$ cat src/rtl/uart_mdm_pkg.sv
`timescale 1ns/1ps
package uart_mdm_pkg;
  localparam int NLINES = 4;   // internal line order: 0 clr_send, 1 set_ready, 2 ring, 3 carrier
  localparam int CTL_W  = 5;   // control bits 4:0
  localparam int LOOP_BIT = 4;
  localparam int RING_IDX = 2;
  localparam int STAT_W = 2 * NLINES;

  // loopback routing: control bit -> active-low internal line
  function automatic logic [NLINES-1:0] loop_map(input logic [CTL_W-1:0] c);
    logic [NLINES-1:0] l;
    l[0] = ~c[1];
    l[1] = ~c[0];
    l[2] = ~c[2];
    l[3] = ~c[3];
    return l;
  endfunction

  // change events: any toggle, except ring which reports only its low-to-high return
  function automatic logic [NLINES-1:0] line_events(input logic [NLINES-1:0] prev,
                                                     input logic [NLINES-1:0] cur);
    logic [NLINES-1:0] e;
    e = prev ^ cur;
    e[RING_IDX] = ~prev[RING_IDX] & cur[RING_IDX];
    return e;
  endfunction

  function automatic logic [STAT_W-1:0] pack_status(input logic [NLINES-1:0] line,
                                                     input logic [NLINES-1:0] flags);
    return {~line, flags};
  endfunction
endpackage

$ cat src/rtl/mdm_sync.sv
`timescale 1ns/1ps
module mdm_sync #(
  parameter int W      = 4,
  parameter int STAGES = 2
) (
  input  logic         clk,
  input  logic         rst,
  input  logic [W-1:0] din,
  output logic [W-1:0] dout
);
  logic [W-1:0] stg [STAGES];

  generate
    for (genvar s = 0; s < STAGES; s++) begin : g_stage
      always_ff @(posedge clk) begin
        if (rst) stg[s] <= '1;
        else if (s == 0) stg[s] <= din;
        else stg[s] <= stg[(s == 0) ? 0 : s-1];
      end
    end
  endgenerate

  assign dout = stg[STAGES-1];
endmodule

$ cat src/rtl/mdm_ctrl_reg.sv
`timescale 1ns/1ps
module mdm_ctrl_reg
  import uart_mdm_pkg::*;
(
  input  logic              clk,
  input  logic              rst,
  input  logic              wr,
  input  logic [CTL_W-1:0]  wdata,
  output logic [CTL_W-1:0]  ctl,
  output logic              loop_on,
  output logic [NLINES-1:0] outs_n
);
  always_ff @(posedge clk) begin
    if (rst) ctl <= '0;
    else if (wr) ctl <= wdata;
  end

  assign loop_on = ctl[LOOP_BIT];

  generate
    for (genvar i = 0; i < NLINES; i++) begin : g_out
      assign outs_n[i] = ~ctl[i] | loop_on;
    end
  endgenerate
endmodule

$ cat src/rtl/mdm_status.sv
`timescale 1ns/1ps
module mdm_status
  import uart_mdm_pkg::*;
(
  input  logic              clk,
  input  logic              rst,
  input  logic [NLINES-1:0] line,
  input  logic              rd,
  input  logic              int_en,
  output logic [STAT_W-1:0] status,
  output logic              irq,
  output logic [NLINES-1:0] evt,
  output logic [NLINES-1:0] flags
);
  logic [NLINES-1:0] prev;

  assign evt = line_events(prev, line);

  always_ff @(posedge clk) begin
    if (rst) begin
      prev  <= '1;
      flags <= '0;
    end else begin
      prev  <= line;
      flags <= (rd ? '0 : flags) | evt;
    end
  end

  assign status = pack_status(line, flags);
  assign irq    = int_en & (|flags);
endmodule

$ cat src/rtl/uart_modem_ctl.sv
`timescale 1ns/1ps
module uart_modem_ctl
  import uart_mdm_pkg::*;
#(
  parameter int SYNC_STAGES = 2
) (
  input  logic       clk,
  input  logic       rst,
  input  logic       wr_ctl,
  input  logic [7:0] wr_data,
  input  logic       rd_stat,
  input  logic       msi_en,
  input  logic       clr_send_n,
  input  logic       set_ready_n,
  input  logic       ring_n,
  input  logic       carrier_n,
  output logic       term_ready_n,
  output logic       req_send_n,
  output logic       user1_n,
  output logic       user2_n,
  output logic [7:0] ctl_rdata,
  output logic [7:0] stat_rdata,
  output logic       irq
);
  logic [CTL_W-1:0]  ctl;
  logic              loop_on;
  logic [NLINES-1:0] outs_n;
  logic [NLINES-1:0] pins_sync;
  logic [NLINES-1:0] line_int;
  logic [NLINES-1:0] evt;
  logic [NLINES-1:0] flags;

  mdm_ctrl_reg u_ctrl (
    .clk(clk), .rst(rst), .wr(wr_ctl), .wdata(wr_data[CTL_W-1:0]),
    .ctl(ctl), .loop_on(loop_on), .outs_n(outs_n)
  );

  mdm_sync #(.W(NLINES), .STAGES(SYNC_STAGES)) u_sync (
    .clk(clk), .rst(rst),
    .din({carrier_n, ring_n, set_ready_n, clr_send_n}),
    .dout(pins_sync)
  );

  assign line_int = loop_on ? loop_map(ctl) : pins_sync;

  mdm_status u_stat (
    .clk(clk), .rst(rst), .line(line_int), .rd(rd_stat), .int_en(msi_en),
    .status(stat_rdata), .irq(irq), .evt(evt), .flags(flags)
  );

  assign term_ready_n = outs_n[0];
  assign req_send_n   = outs_n[1];
  assign user1_n      = outs_n[2];
  assign user2_n      = outs_n[3];
  assign ctl_rdata    = {{(8-CTL_W){1'b0}}, ctl};
endmodule

$ cat config.mk
export PLATFORM = sky130hd
export DESIGN_NAME = uart_modem_ctl
export DESIGN_NICKNAME = d
export VERILOG_FILES = /design/src/rtl/uart_mdm_pkg.sv /design/src/rtl/mdm_sync.sv /design/src/rtl/mdm_ctrl_reg.sv /design/src/rtl/mdm_status.sv /design/src/rtl/uart_modem_ctl.sv
export SDC_FILE = /design/constraint.sdc
export NUM_CORES = 1
export LEC_CHECK = 0
export ABC_AREA = 1
export BUFFER_PORTS_ARGS = -buffer_cell sky130_fd_sc_hd__buf_4
export CORE_MARGIN = 10
export CORE_UTILIZATION = 30
export CTS_CLUSTER_DIAMETER = 120
export DETAILED_ROUTE_END_ITERATION = 12
export GPL_ROUTABILITY_DRIVEN = 0
export PLACE_DENSITY_LB_ADDON = 0.1
export SETUP_SLACK_MARGIN = 0.05
export SKIP_LAST_GASP = 1
export SLEW_MARGIN = 20
export SYNTH_ARGS = -nofsm -noshare
export SYNTH_HDL_FRONTEND = slang
export SYNTH_HIERARCHICAL = 1
export SYNTH_SLANG_ARGS = --single-unit
$ cat constraint.sdc
create_clock -name clk -period 1.05 [get_ports clk]
set_input_delay 0.21 -clock clk [delete_from_list [all_inputs] [get_ports clk]]
set_output_delay 0.21 -clock clk [all_outputs]
set_load 0.02 [all_outputs]
# Word level (Yosys, flattened, before mapping)
# Memories as Yosys holds them, arrays and structs flattened.
# Index checks and enable logic that the tools add are counted.
# word_totals
reg_bits,13
ramBits,8
input_bits,17
output_inout_bits,21
wordCells,28
n_memories,1
# op_classes
mux,7
bitwise,16
n_reduce_logical,1
# mem_list
name,depth,width,read_ports,rd_clocked_by_memory_dff,write_ports,line_no,text
u_sync.stg,2,4,2,0,2,mdm_sync.sv:11,logic [W-1:0] stg [STAGES];
# ops
cell,count
$mux W4,4
$or A1 B1 Y1,6
$not A1 Y1,5
$not A4 Y4,1
$or A4 B4 Y4,1
$reduce_or A4 Y1,1
$xor A4 B4 Y4,1
$mux W1,3
$and A1 B1 Y1,2

# Longest topological paths before layout
# Gate-level depths: netlist of run 1.
# logic_depth
depth_word,4
ltp_mapped,7
ltp_nobuf,7

# Cells and area by module
# The synthesis of run 1 kept the hierarchy.
# by_module_without_submodules
mod,instances,cells_each,area_per_inst_um2,seq_area_each_um2
mdm_status,1,51,371.6,160.2
mdm_ctrl_reg,1,38,235.2,100.1
mdm_sync,1,25,224.0,160.2
uart_modem_ctl,1,21,90.1,0.0

# Worst setup path after synthesis of run 1
# No wires, ideal clock.
# synth_path
path_kind,reg-to-output
from,register u_stat.flags[2]
to,output port irq
arrival_time_ns,0.877
required_time_ns,0.840
slack_ns,-0.037
path_stages_with_launch,3
path_buffers,0
path_cell_list,dfxtp_1 > nor2_1 > a21boi_0
# synth_via
elab_chain_len,2
# synth_rtl
item,line_no,text
"start, declared",mdm_status.sv:13,output logic [NLINES-1:0] flags
"start signal, assigned",mdm_status.sv:25,flags <= (rd ? '0 : flags) | evt;
$reduce_or A4 Y1,mdm_status.sv:30,assign irq = int_en & (|flags);
$and A1 B1 Y1,mdm_status.sv:30,
"end, declared",uart_modem_ctl.sv:23,output logic irq
# No other way between the ends.

# Final worst setup path of run 1
# layout_path
from,register u_ctrl.ctl[4]
to,output port stat_rdata[5]
# layout_via
elab_chain_len,2
# layout_rtl
item,line_no,text
"start, declared",mdm_ctrl_reg.sv:9,"output logic [CTL_W-1:0] ctl,"
"start signal, assigned",mdm_ctrl_reg.sv:15,else if (wr) ctl <= wdata;
$mux W4,uart_modem_ctl.sv:44,assign line_int = loop_on ? loop_map(ctl) : pins_sync;
named net line_int[1],uart_modem_ctl.sv:29,logic [NLINES-1:0] line_int;
$not A4 Y4,uart_mdm_pkg.sv:30,"return {~line, flags};"
"end, declared",uart_modem_ctl.sv:22,"output logic [7:0] stat_rdata,"
# The timed path passes the listed nets, and every way through them passes these cells.

==> qor.yml, run 1 <==
outcome: "finished, violations left"
failed_checks: "negative setup slack"
cts.sinks: 21
post_drt_wl_per_cell_um: 9.35
clock.fmax_mhz: 797
cts_tree: "done"
r2r_slack_ps: 30
holdPathEnd: "u_sync/stg[0][2]"
critPathTopFamily: "flip-flops"
crit_top_cell: "nand2_2"
rsz0062_at_grt: "true"
hold_slack_ps: 79.9
maxCapViolCount: 0
ir_worst_vdd_mv: 0.866
die_y_um: 75.0
syn2layout_area_growth_pct: 49.2
grt-ovfl-total: 0
criticalPathCategory: "reg -> out"
pwr-share-seq_pct: 50.4
numCtsBuffers: 3
ctsHoldBuffers: 0
cts_root_buffer: "clkbuf_4"
grt_pass1_vias: 727
clock_power_share_pct: 21.6
syn_area_um2: 906
rr_startpoint: "u_ctrl/ctl[4]"
period_minus_slack_ps: 1250
timing.rr.end: "u_stat/flags[1]"
drive_gt1_share_pct: 47.7
first_pass_iters: 4
swShare_pct: 29.3
nets: 192
p_int_uw: 1240
grt_max_degree: 13
core-area_um2: 2830
cp_slowest_cell: "dfxtp_4"
final_cell_mix: "nand2_1 (38), buf_4 (31), inv_1 (24)"
final.setup_skew_ps: 1.65
critPathRequiredTime_ps: 840
drtIter0Drc: 15
vias: 790
p_comb_share_pct: 28.0
viasPerCell: 3.85
stdcell_count: 205
min-delay-path-class: "in -> reg"
path_max_fanout: 7
critPathLaunchType: "register"
layout_commonest_cell: "nand2_1"
clockBufferDepth: 2
finalSetupViolations: 15
routed_wl_mm: 1.92
start_util_pct: 32.0
num_io_pins: 38
chipWidth_um: 75.0
crit_path_max_incr_delay_ps: 390
leakagePower_uw: 0.000773
syn_area_per_cell_um2: 6.92
min_from: "ring_n"
clock_latency_ps: 300
final_max_slew_viol_count: 0
h-tree-depth: 1
dp_cells: 190
portBuffers: 31
cp_num_buf_inv: 3
detail-route-antenna-nets: 0
finalHoldViolCount: 0
diodes: 0
antenna_found_initial: 0
num-fill-cells: 288
dp_hpwl_mm: 1.52
rows: 19
r2r_cells: 8
min_delay_path_depth: 3
yosysWarnings: 6
setup_ws_ps: -205
p_sw_uw: 514
grt_pass1_wl_mm: 3.16
arrival_ps: 1040
grtUsageTotal_pct: 7.23
die-area_um2: 5620
end_kind: "primary output"
power_density_nw_per_um2: 1300
path_cells: "inv_4 > nand2_2 > nand2_2 > inv_2 > buf_6"
min_period_over_period_pct: 120
post-route-drc-count: 0
synthCells: 131
cts.clk_slew.worst_paths_ps: 110
power groups by stage:
| stage | clock network [uW] | registers, uW | logic, uW |
|---|---|---|---|
| finish | 378 | 884 | 492 |
| global route | 441 | 894 | 542 |
| CTS | 403 | 887 | 469 |
| detailed placement | 0 | 902 | 397 |
| global placement | 0 | 901 | 393 |
| floorplan | 0 | 907 | 246 |
area by class of cell:
type	count	area [um2]	area share, %
clock buffers	3	22.5	1.67
clock inverters	1	5.00	0.370
inverters	31	119	8.80
multi-input cells	72	325	24.1
flip-flops and latches	21	439	32.5
well taps	31	38.8	2.87
repair buffers	46	402	29.7
what timing repair did:
action,4_1_cts,5_1_grt
gates cloned,0,0
hold endpoints to repair,0,0
pin swaps,0,2
endpoints found under the setup margin,22,21
gates resized for setup,25,9
buffers inserted,7,5
routing by layer:
layer / wire (um) / GRT usage, %
met5: 0 / 0
met4: 13 / 1.89
met3: 148 / 3.81
met2: 916 / 12.1
met1: 839 / 7.83
registers in the layout, summed over array words and instances, names as in the netlist:
register / flops
u_sync/stg: 8
u_ctrl/ctl: 5
u_stat/flags: 4
u_stat/prev: 4
how the worst max path moves through the flow:
stage	start	to	slack, ps	cells past startpoint
finish	u_ctrl/ctl[4]	stat_rdata[5]	-200	5
global route	u_ctrl/ctl[4]	stat_rdata[7]	-290	5
CTS	u_ctrl/ctl[4]	stat_rdata[6]	-230	5
detailed placement	u_ctrl/ctl[4]	stat_rdata[5]	-50	5
global placement	u_ctrl/ctl[4]	stat_rdata[5]	-30	5
floorplan	u_ctrl/ctl[2]	stat_rdata[6]	60	4
metrics by stage:
stage / cell area [um2] / total power [uW] / worst slack (ps) / setup TNS [ps] / utilization (%)
floorplan: 917 / 1150 / 62.8 / 0 / -
global placement: 1150 / 1290 / -33.5 / -87.6 / 40.6
detailed placement: 1150 / 1300 / -47.0 / -138 / 40.6
CTS: 1290 / 1760 / -233 / -2070 / 45.7
global route: 1350 / 1880 / -292 / -3100 / 47.8
finish: 1350 / 1750 / -205 / -2010 / 47.8
tightest hold or removal path: cells and delay by family:
| family | cells | cell delay (ps) |
|---|---|---|
| buffers and inverters | 2 | 110 |
| and+or+nand+nor | 1 | 40 |
Note: power is estimated with default switching activity, not from simulation.
==> run 2, diff against run 1 <==
REMOVE_ABC_BUFFERS = 1   (was default)
==> qor.yml, run 2 (synthesis results as in run 1) <==
drtIter0Drc: 33  # +18
clock.fmax_mhz: 782  # -1.9%
h-tree-depth: 1  # unchanged
dp_hpwl_mm: 1.56  # +2.5%
post-route-util_pct: 49.5  # +1.8 points
cts_tree: "done"
layout_commonest_cell: "nand2_1"
die-area_um2: 5620  # unchanged
finalHoldViolCount: 0  # unchanged
clockBufferDepth: 2  # unchanged
die_y_um: 75.0  # unchanged
clock_latency_ps: 300  # about the same
hold_slack_ps: 72.9  # -6.92 ps
critPathTopFamily: "flip-flops"
critPathLaunchType: "register"
grt_pass1_vias: 867  # +19%
nets: 195  # +1.6%
finalSetupViolations: 17  # +2
outcome: "finished, violations left"
period_minus_slack_ps: 1280  # +23.8 ps
regArea_um2: 437  # -0.57%
criticalPathCategory: "reg -> out"
grt_max_degree: 14  # +1
start_util_pct: 32.0  # unchanged
numCtsBuffers: 3  # unchanged
crit_path_max_incr_delay_ps: 390  # about the same
routed_wl_mm: 1.99  # +4.0%
arrival_ps: 1070  # +30 ps
drive_gt1_share_pct: 50.3  # +2.6 points
critPathRequiredTime_ps: 840  # about the same
min-delay-path-class: "in -> reg"
diodes: 0  # unchanged
grt_pass1_wl_mm: 3.64  # +15%
leakagePower_uw: 0.000791  # +2.2%
cp_num_buf_inv: 3  # unchanged
vias: 856  # +8.4%
reg_top3: "u_sync/stg: 8 flops, u_ctrl/ctl: 5 flops"
cp_slowest_cell: "dfxtp_4"
stdcell_count: 208  # +1.5%
post_drt_wl_per_cell_um: 9.58  # +2.5%
viasPerCell: 4.12  # +6.8%
end_kind: "primary output"
core-area_um2: 2830  # unchanged
crit_top_cell: "nand2_2"
detail-route-antenna-nets: 0  # unchanged
final_cell_mix: "nand2_1 (36), buf_4 (29), inv_1 (24)"
final_cell_area_um2: 1400  # +3.7%
final.setup_skew_ps: 2.70  # +1.05 ps
final_max_slew_viol_count: 0  # unchanged
setup_ws_ps: -229  # -23.8 ps
cts_root_buffer: "clkbuf_4"
power_density_nw_per_um2: 1290  # -0.83%
rsz0062_at_grt: "true"
largest_register_ffs: 8  # unchanged
regMostFlops: "u_sync/stg"
num-fill-cells: 275  # -4.5%
first_pass_iters: 4  # unchanged
cts.clk_slew.worst_paths_ps: 120  # about the same
chipWidth_um: 75.0  # unchanged
cts.sinks: 21  # unchanged
dp_cells: 192  # +1.1%
place_area_um2: 1160  # +0.98%
rows: 19  # unchanged
multi_input_area_um2: 334  # +2.7%
ctsHoldBuffers: 0  # unchanged
path_max_fanout: 7  # unchanged
portBuffers: 31  # unchanged
antenna_found_initial: 0  # unchanged
grt-ovfl-total: 0  # unchanged
num_io_pins: 38  # unchanged
tns_ps: -2130  # -121 ps
maxCapViolCount: 0  # unchanged
ir_worst_vdd_mv: 0.715  # -17%
post-route-drc-count: 0  # unchanged
path_cells: "inv_4 > nand2_2 > nand2_2 > inv_2 > buf_6"
min_period_over_period_pct: 122  # +2.3 points
failed_checks: "negative setup slack"
grtUsageTotal_pct: 8.06  # +0.84 points
syn2layout_area_growth_pct: 54.7
run 2: path summary, 6_finish.rpt:
| path | end | slack, ps | startpoint | depth (start not counted) |
|---|---|---|---|---|
| worst max-delay path | stat_rdata[7] | -230 | u_ctrl/ctl[4] | 5 |
| worst min-delay path | u_sync/stg[0][3] | 70 | carrier_n | 3 |
| worst max register to register | u_stat/flags[3] | -10 | u_ctrl/ctl[4] | 8 |
| worst min register to register | u_sync/stg[1][2] | 420 | u_sync/stg[0][2] | 2 |
run 2: stage by stage:
step	total power [uW]	setup WS [ps]
after floorplan	1110	-185
after detailed placement	1300	-52.7
after global routing	1940	-321
after CTS	1800	-248
final	1800	-229
after global placement	1300	-38.3
run 2: layer usage:
layer	track usage (%)	vias to the layer above	part of all wire (%)
met4	1.89	0	0.65
met1	7.92	379	38
li1	-	449	-
met5	0	-	0
met3	4.73	2	12
met2	14.3	26	49
run 2: cell type report:
class / count / area share (%)
timing repair buffer: 49 / 31.6
sequential: 21 / 31.2
multi-input combinational: 72 / 23.8
inverter: 31 / 8.48
tap: 31 / 2.77
clock buffer: 3 / 1.61
clock inverter: 1 / 0.536
run 2: power by group:
| part | leakage, uW | switching (uW) | internal, uW | total, uW |
|---|---|---|---|---|
| Clock | 0.0000139 | 246 | 145 | 391 |
| Sequential | 0.000178 | 32.9 | 851 | 884 |
| Combinational | 0.000599 | 256 | 273 | 529 |
| Total | 0.000791 | 535 | 1270 | 1800 |
run 2: worst reg2reg max path: stages, from the launching register on:
cell and delay (ps):
dfxtp_4 410, inv_4 60, nand2_2 50, nand2_2 60
buf_6 110, buf_6 100, nand2_2 50, nand2_2 50
a21oi_2 110
run 2: what timing repair did:
item | CTS | global route
pin swaps | 2 | 5
setup endpoints to repair | 22 | 22
setup buffers | 8 | 7
gates resized for setup | 35 | 12
==> run 3, diff against run 2 <==
CORE_UTILIZATION = 46   (was 30)
RECOVER_POWER = 50   (was default)
==> qor.yml, run 3 (synthesis results as in run 1) <==
outcome: "finished, violations left"
failed_checks: "negative setup slack"
maxCapViolCount: 0  # unchanged
cts_tree: "done"
start_util_pct: 50.3  # +18 points
nets: 201  # +3.1%
path_cells: "inv_4 > nand2_2 > nand2_2 > buf_4 > buf_6 > buf_4 > buf_4 > nand2_4 > a21oi_2"
clock.fmax_mhz: 776  # -0.73%
clock_latency_ps: 300  # about the same
crit_top_cell: "buf_4"
place_area_um2: 1140  # -1.3%
hold_slack_ps: 79.5  # +6.55 ps
reg_top3: "u_sync/stg: 8 flops, u_ctrl/ctl: 5 flops"
cp_num_buf_inv: 5  # +2
setup_ws_ps: -238  # -9.45 ps
path_max_fanout: 7  # unchanged
final_cell_mix: "nand2_1 (35), buf_4 (33), inv_1 (25)"
cts.sinks: 21  # unchanged
end_kind: "register"
vias: 893  # +4.3%
grt_max_degree: 13  # -1
period_minus_slack_ps: 1290  # +9.45 ps
crit_path_max_incr_delay_ps: 420  # +30 ps
clockBufferDepth: 2  # unchanged
ctsHoldBuffers: 0  # unchanged
largest_register_ffs: 8  # unchanged
total_power_uw: 1860  # +3.1%
num_io_pins: 38  # unchanged
viasPerCell: 4.29  # +4.3%
numCtsBuffers: 3  # unchanged
grt_pass1_vias: 860  # -0.81%
h-tree-depth: 1  # unchanged
chipWidth_um: 64.4  # -14%
tns_ps: -2510  # -375 ps
final.setup_skew_ps: 3.86  # +1.16 ps
cts.clk_slew.worst_paths_ps: 120  # about the same
drtIter0Drc: 19  # -42%
dp_cells: 185  # -3.6%
finalSetupViolations: 19  # +2
final_cell_area_um2: 1450  # +3.4%
stdcell_count: 208  # unchanged
first_pass_iters: 4  # unchanged
power_density_nw_per_um2: 1280  # -0.33%
min_period_over_period_pct: 123  # +0.90 points
leakagePower_uw: 0.000826  # +4.5%
grt-ovfl-total: 0  # unchanged
finalHoldViolCount: 0  # unchanged
die-area_um2: 4140  # -26%
arrival_ps: 1470  # +400 ps
multi_input_area_um2: 347  # +3.7%
critPathRequiredTime_ps: 1230  # +390 ps
regMostFlops: "u_sync/stg"
portBuffers: 31  # unchanged
core-area_um2: 1800  # -36%
critPathLaunchType: "register"
criticalPathCategory: "reg -> reg"
cts_root_buffer: "clkbuf_4"
diodes: 0  # unchanged
syn2layout_area_growth_pct: 59.9
regArea_um2: 437  # unchanged
detail-route-antenna-nets: 0  # unchanged
rows: 15  # -4
routed_wl_mm: 2.47  # +24%
layout_commonest_cell: "nand2_1"
rsz0062_at_grt: "true"
dp_hpwl_mm: 1.48  # -5.0%
antenna_found_initial: 0  # unchanged
ir_worst_vdd_mv: 0.910  # +27%
num-fill-cells: 128  # -53%
die_y_um: 64.4  # -14%
cp_slowest_cell: "dfxtp_4"
critPathTopFamily: "buffers and inverters"
drive_gt1_share_pct: 51.4  # +1.1 points
grtUsageTotal_pct: 11.2  # +3.2 points
final_max_slew_viol_count: 0  # unchanged
post-route-drc-count: 0  # unchanged
grt_pass1_wl_mm: 3.76  # +3.2%
post_drt_wl_per_cell_um: 11.9  # +24%
min-delay-path-class: "in -> reg"
-- run 3: layout make-up --
class,count,share of cell area [%]
Multi-Input combinational cell,72,23.9
Clock inverter,1,0.345
Sequential cell,21,30.1
Timing Repair Buffer,55,33.7
Tap cell,25,2.16
Inverter,31,8.20
Clock buffer,3,1.55
-- run 3: metrics by stage --
step / util, % / setup WS, ps
after floorplan: - / -185
after global placement: 63.5 / -42.0
after detailed placement: 63.5 / -44.9
after CTS: 76.3 / -218
after global routing: 80.4 / -299
final: 80.4 / -238
-- run 3: what timing repair did --
item,in CTS,in global routing
hold endpoints to repair,0,0
pin swaps,8,1
endpoints found under the setup margin,22,22
buffers inserted,13,11
cloned,0,0
gates resized for setup,42,11
-- run 3: worst min-delay path: cells and delay by family --
kind / cells / cell delay, ps
AND/OR/NAND/NOR: 1 / 40
buffers and inverters: 2 / 100
-- run 3: power by group --
| group | switching, uW | internal (uW) | total, uW |
|---|---|---|---|
| logic | 286 | 304 | 590 |
| clock network | 240 | 142 | 382 |
| registers | 36.4 | 851 | 887 |
-- run 3: final timing paths --
check                                      start                to  slack, ps  cells after the start
worst max-delay path               u_ctrl/ctl[4]   u_stat/flags[2]       -240                      9
worst min-delay path                      ring_n  u_sync/stg[0][2]         80                      3
worst max register to register     u_ctrl/ctl[4]   u_stat/flags[2]       -240                      9
worst min register to register  u_sync/stg[0][2]  u_sync/stg[1][2]        420                      2
-- run 3: per-layer routing --
metal	part of all wire, %	GRT usage (%)	routed length, um	vias to the layer above
li1	-	-	-	461
met1	37	10.7	916	404
met2	55	20.2	1370	24
met3	6.6	5.75	163	4
met4	0.93	4.01	23	0
met5	0	0	0	-
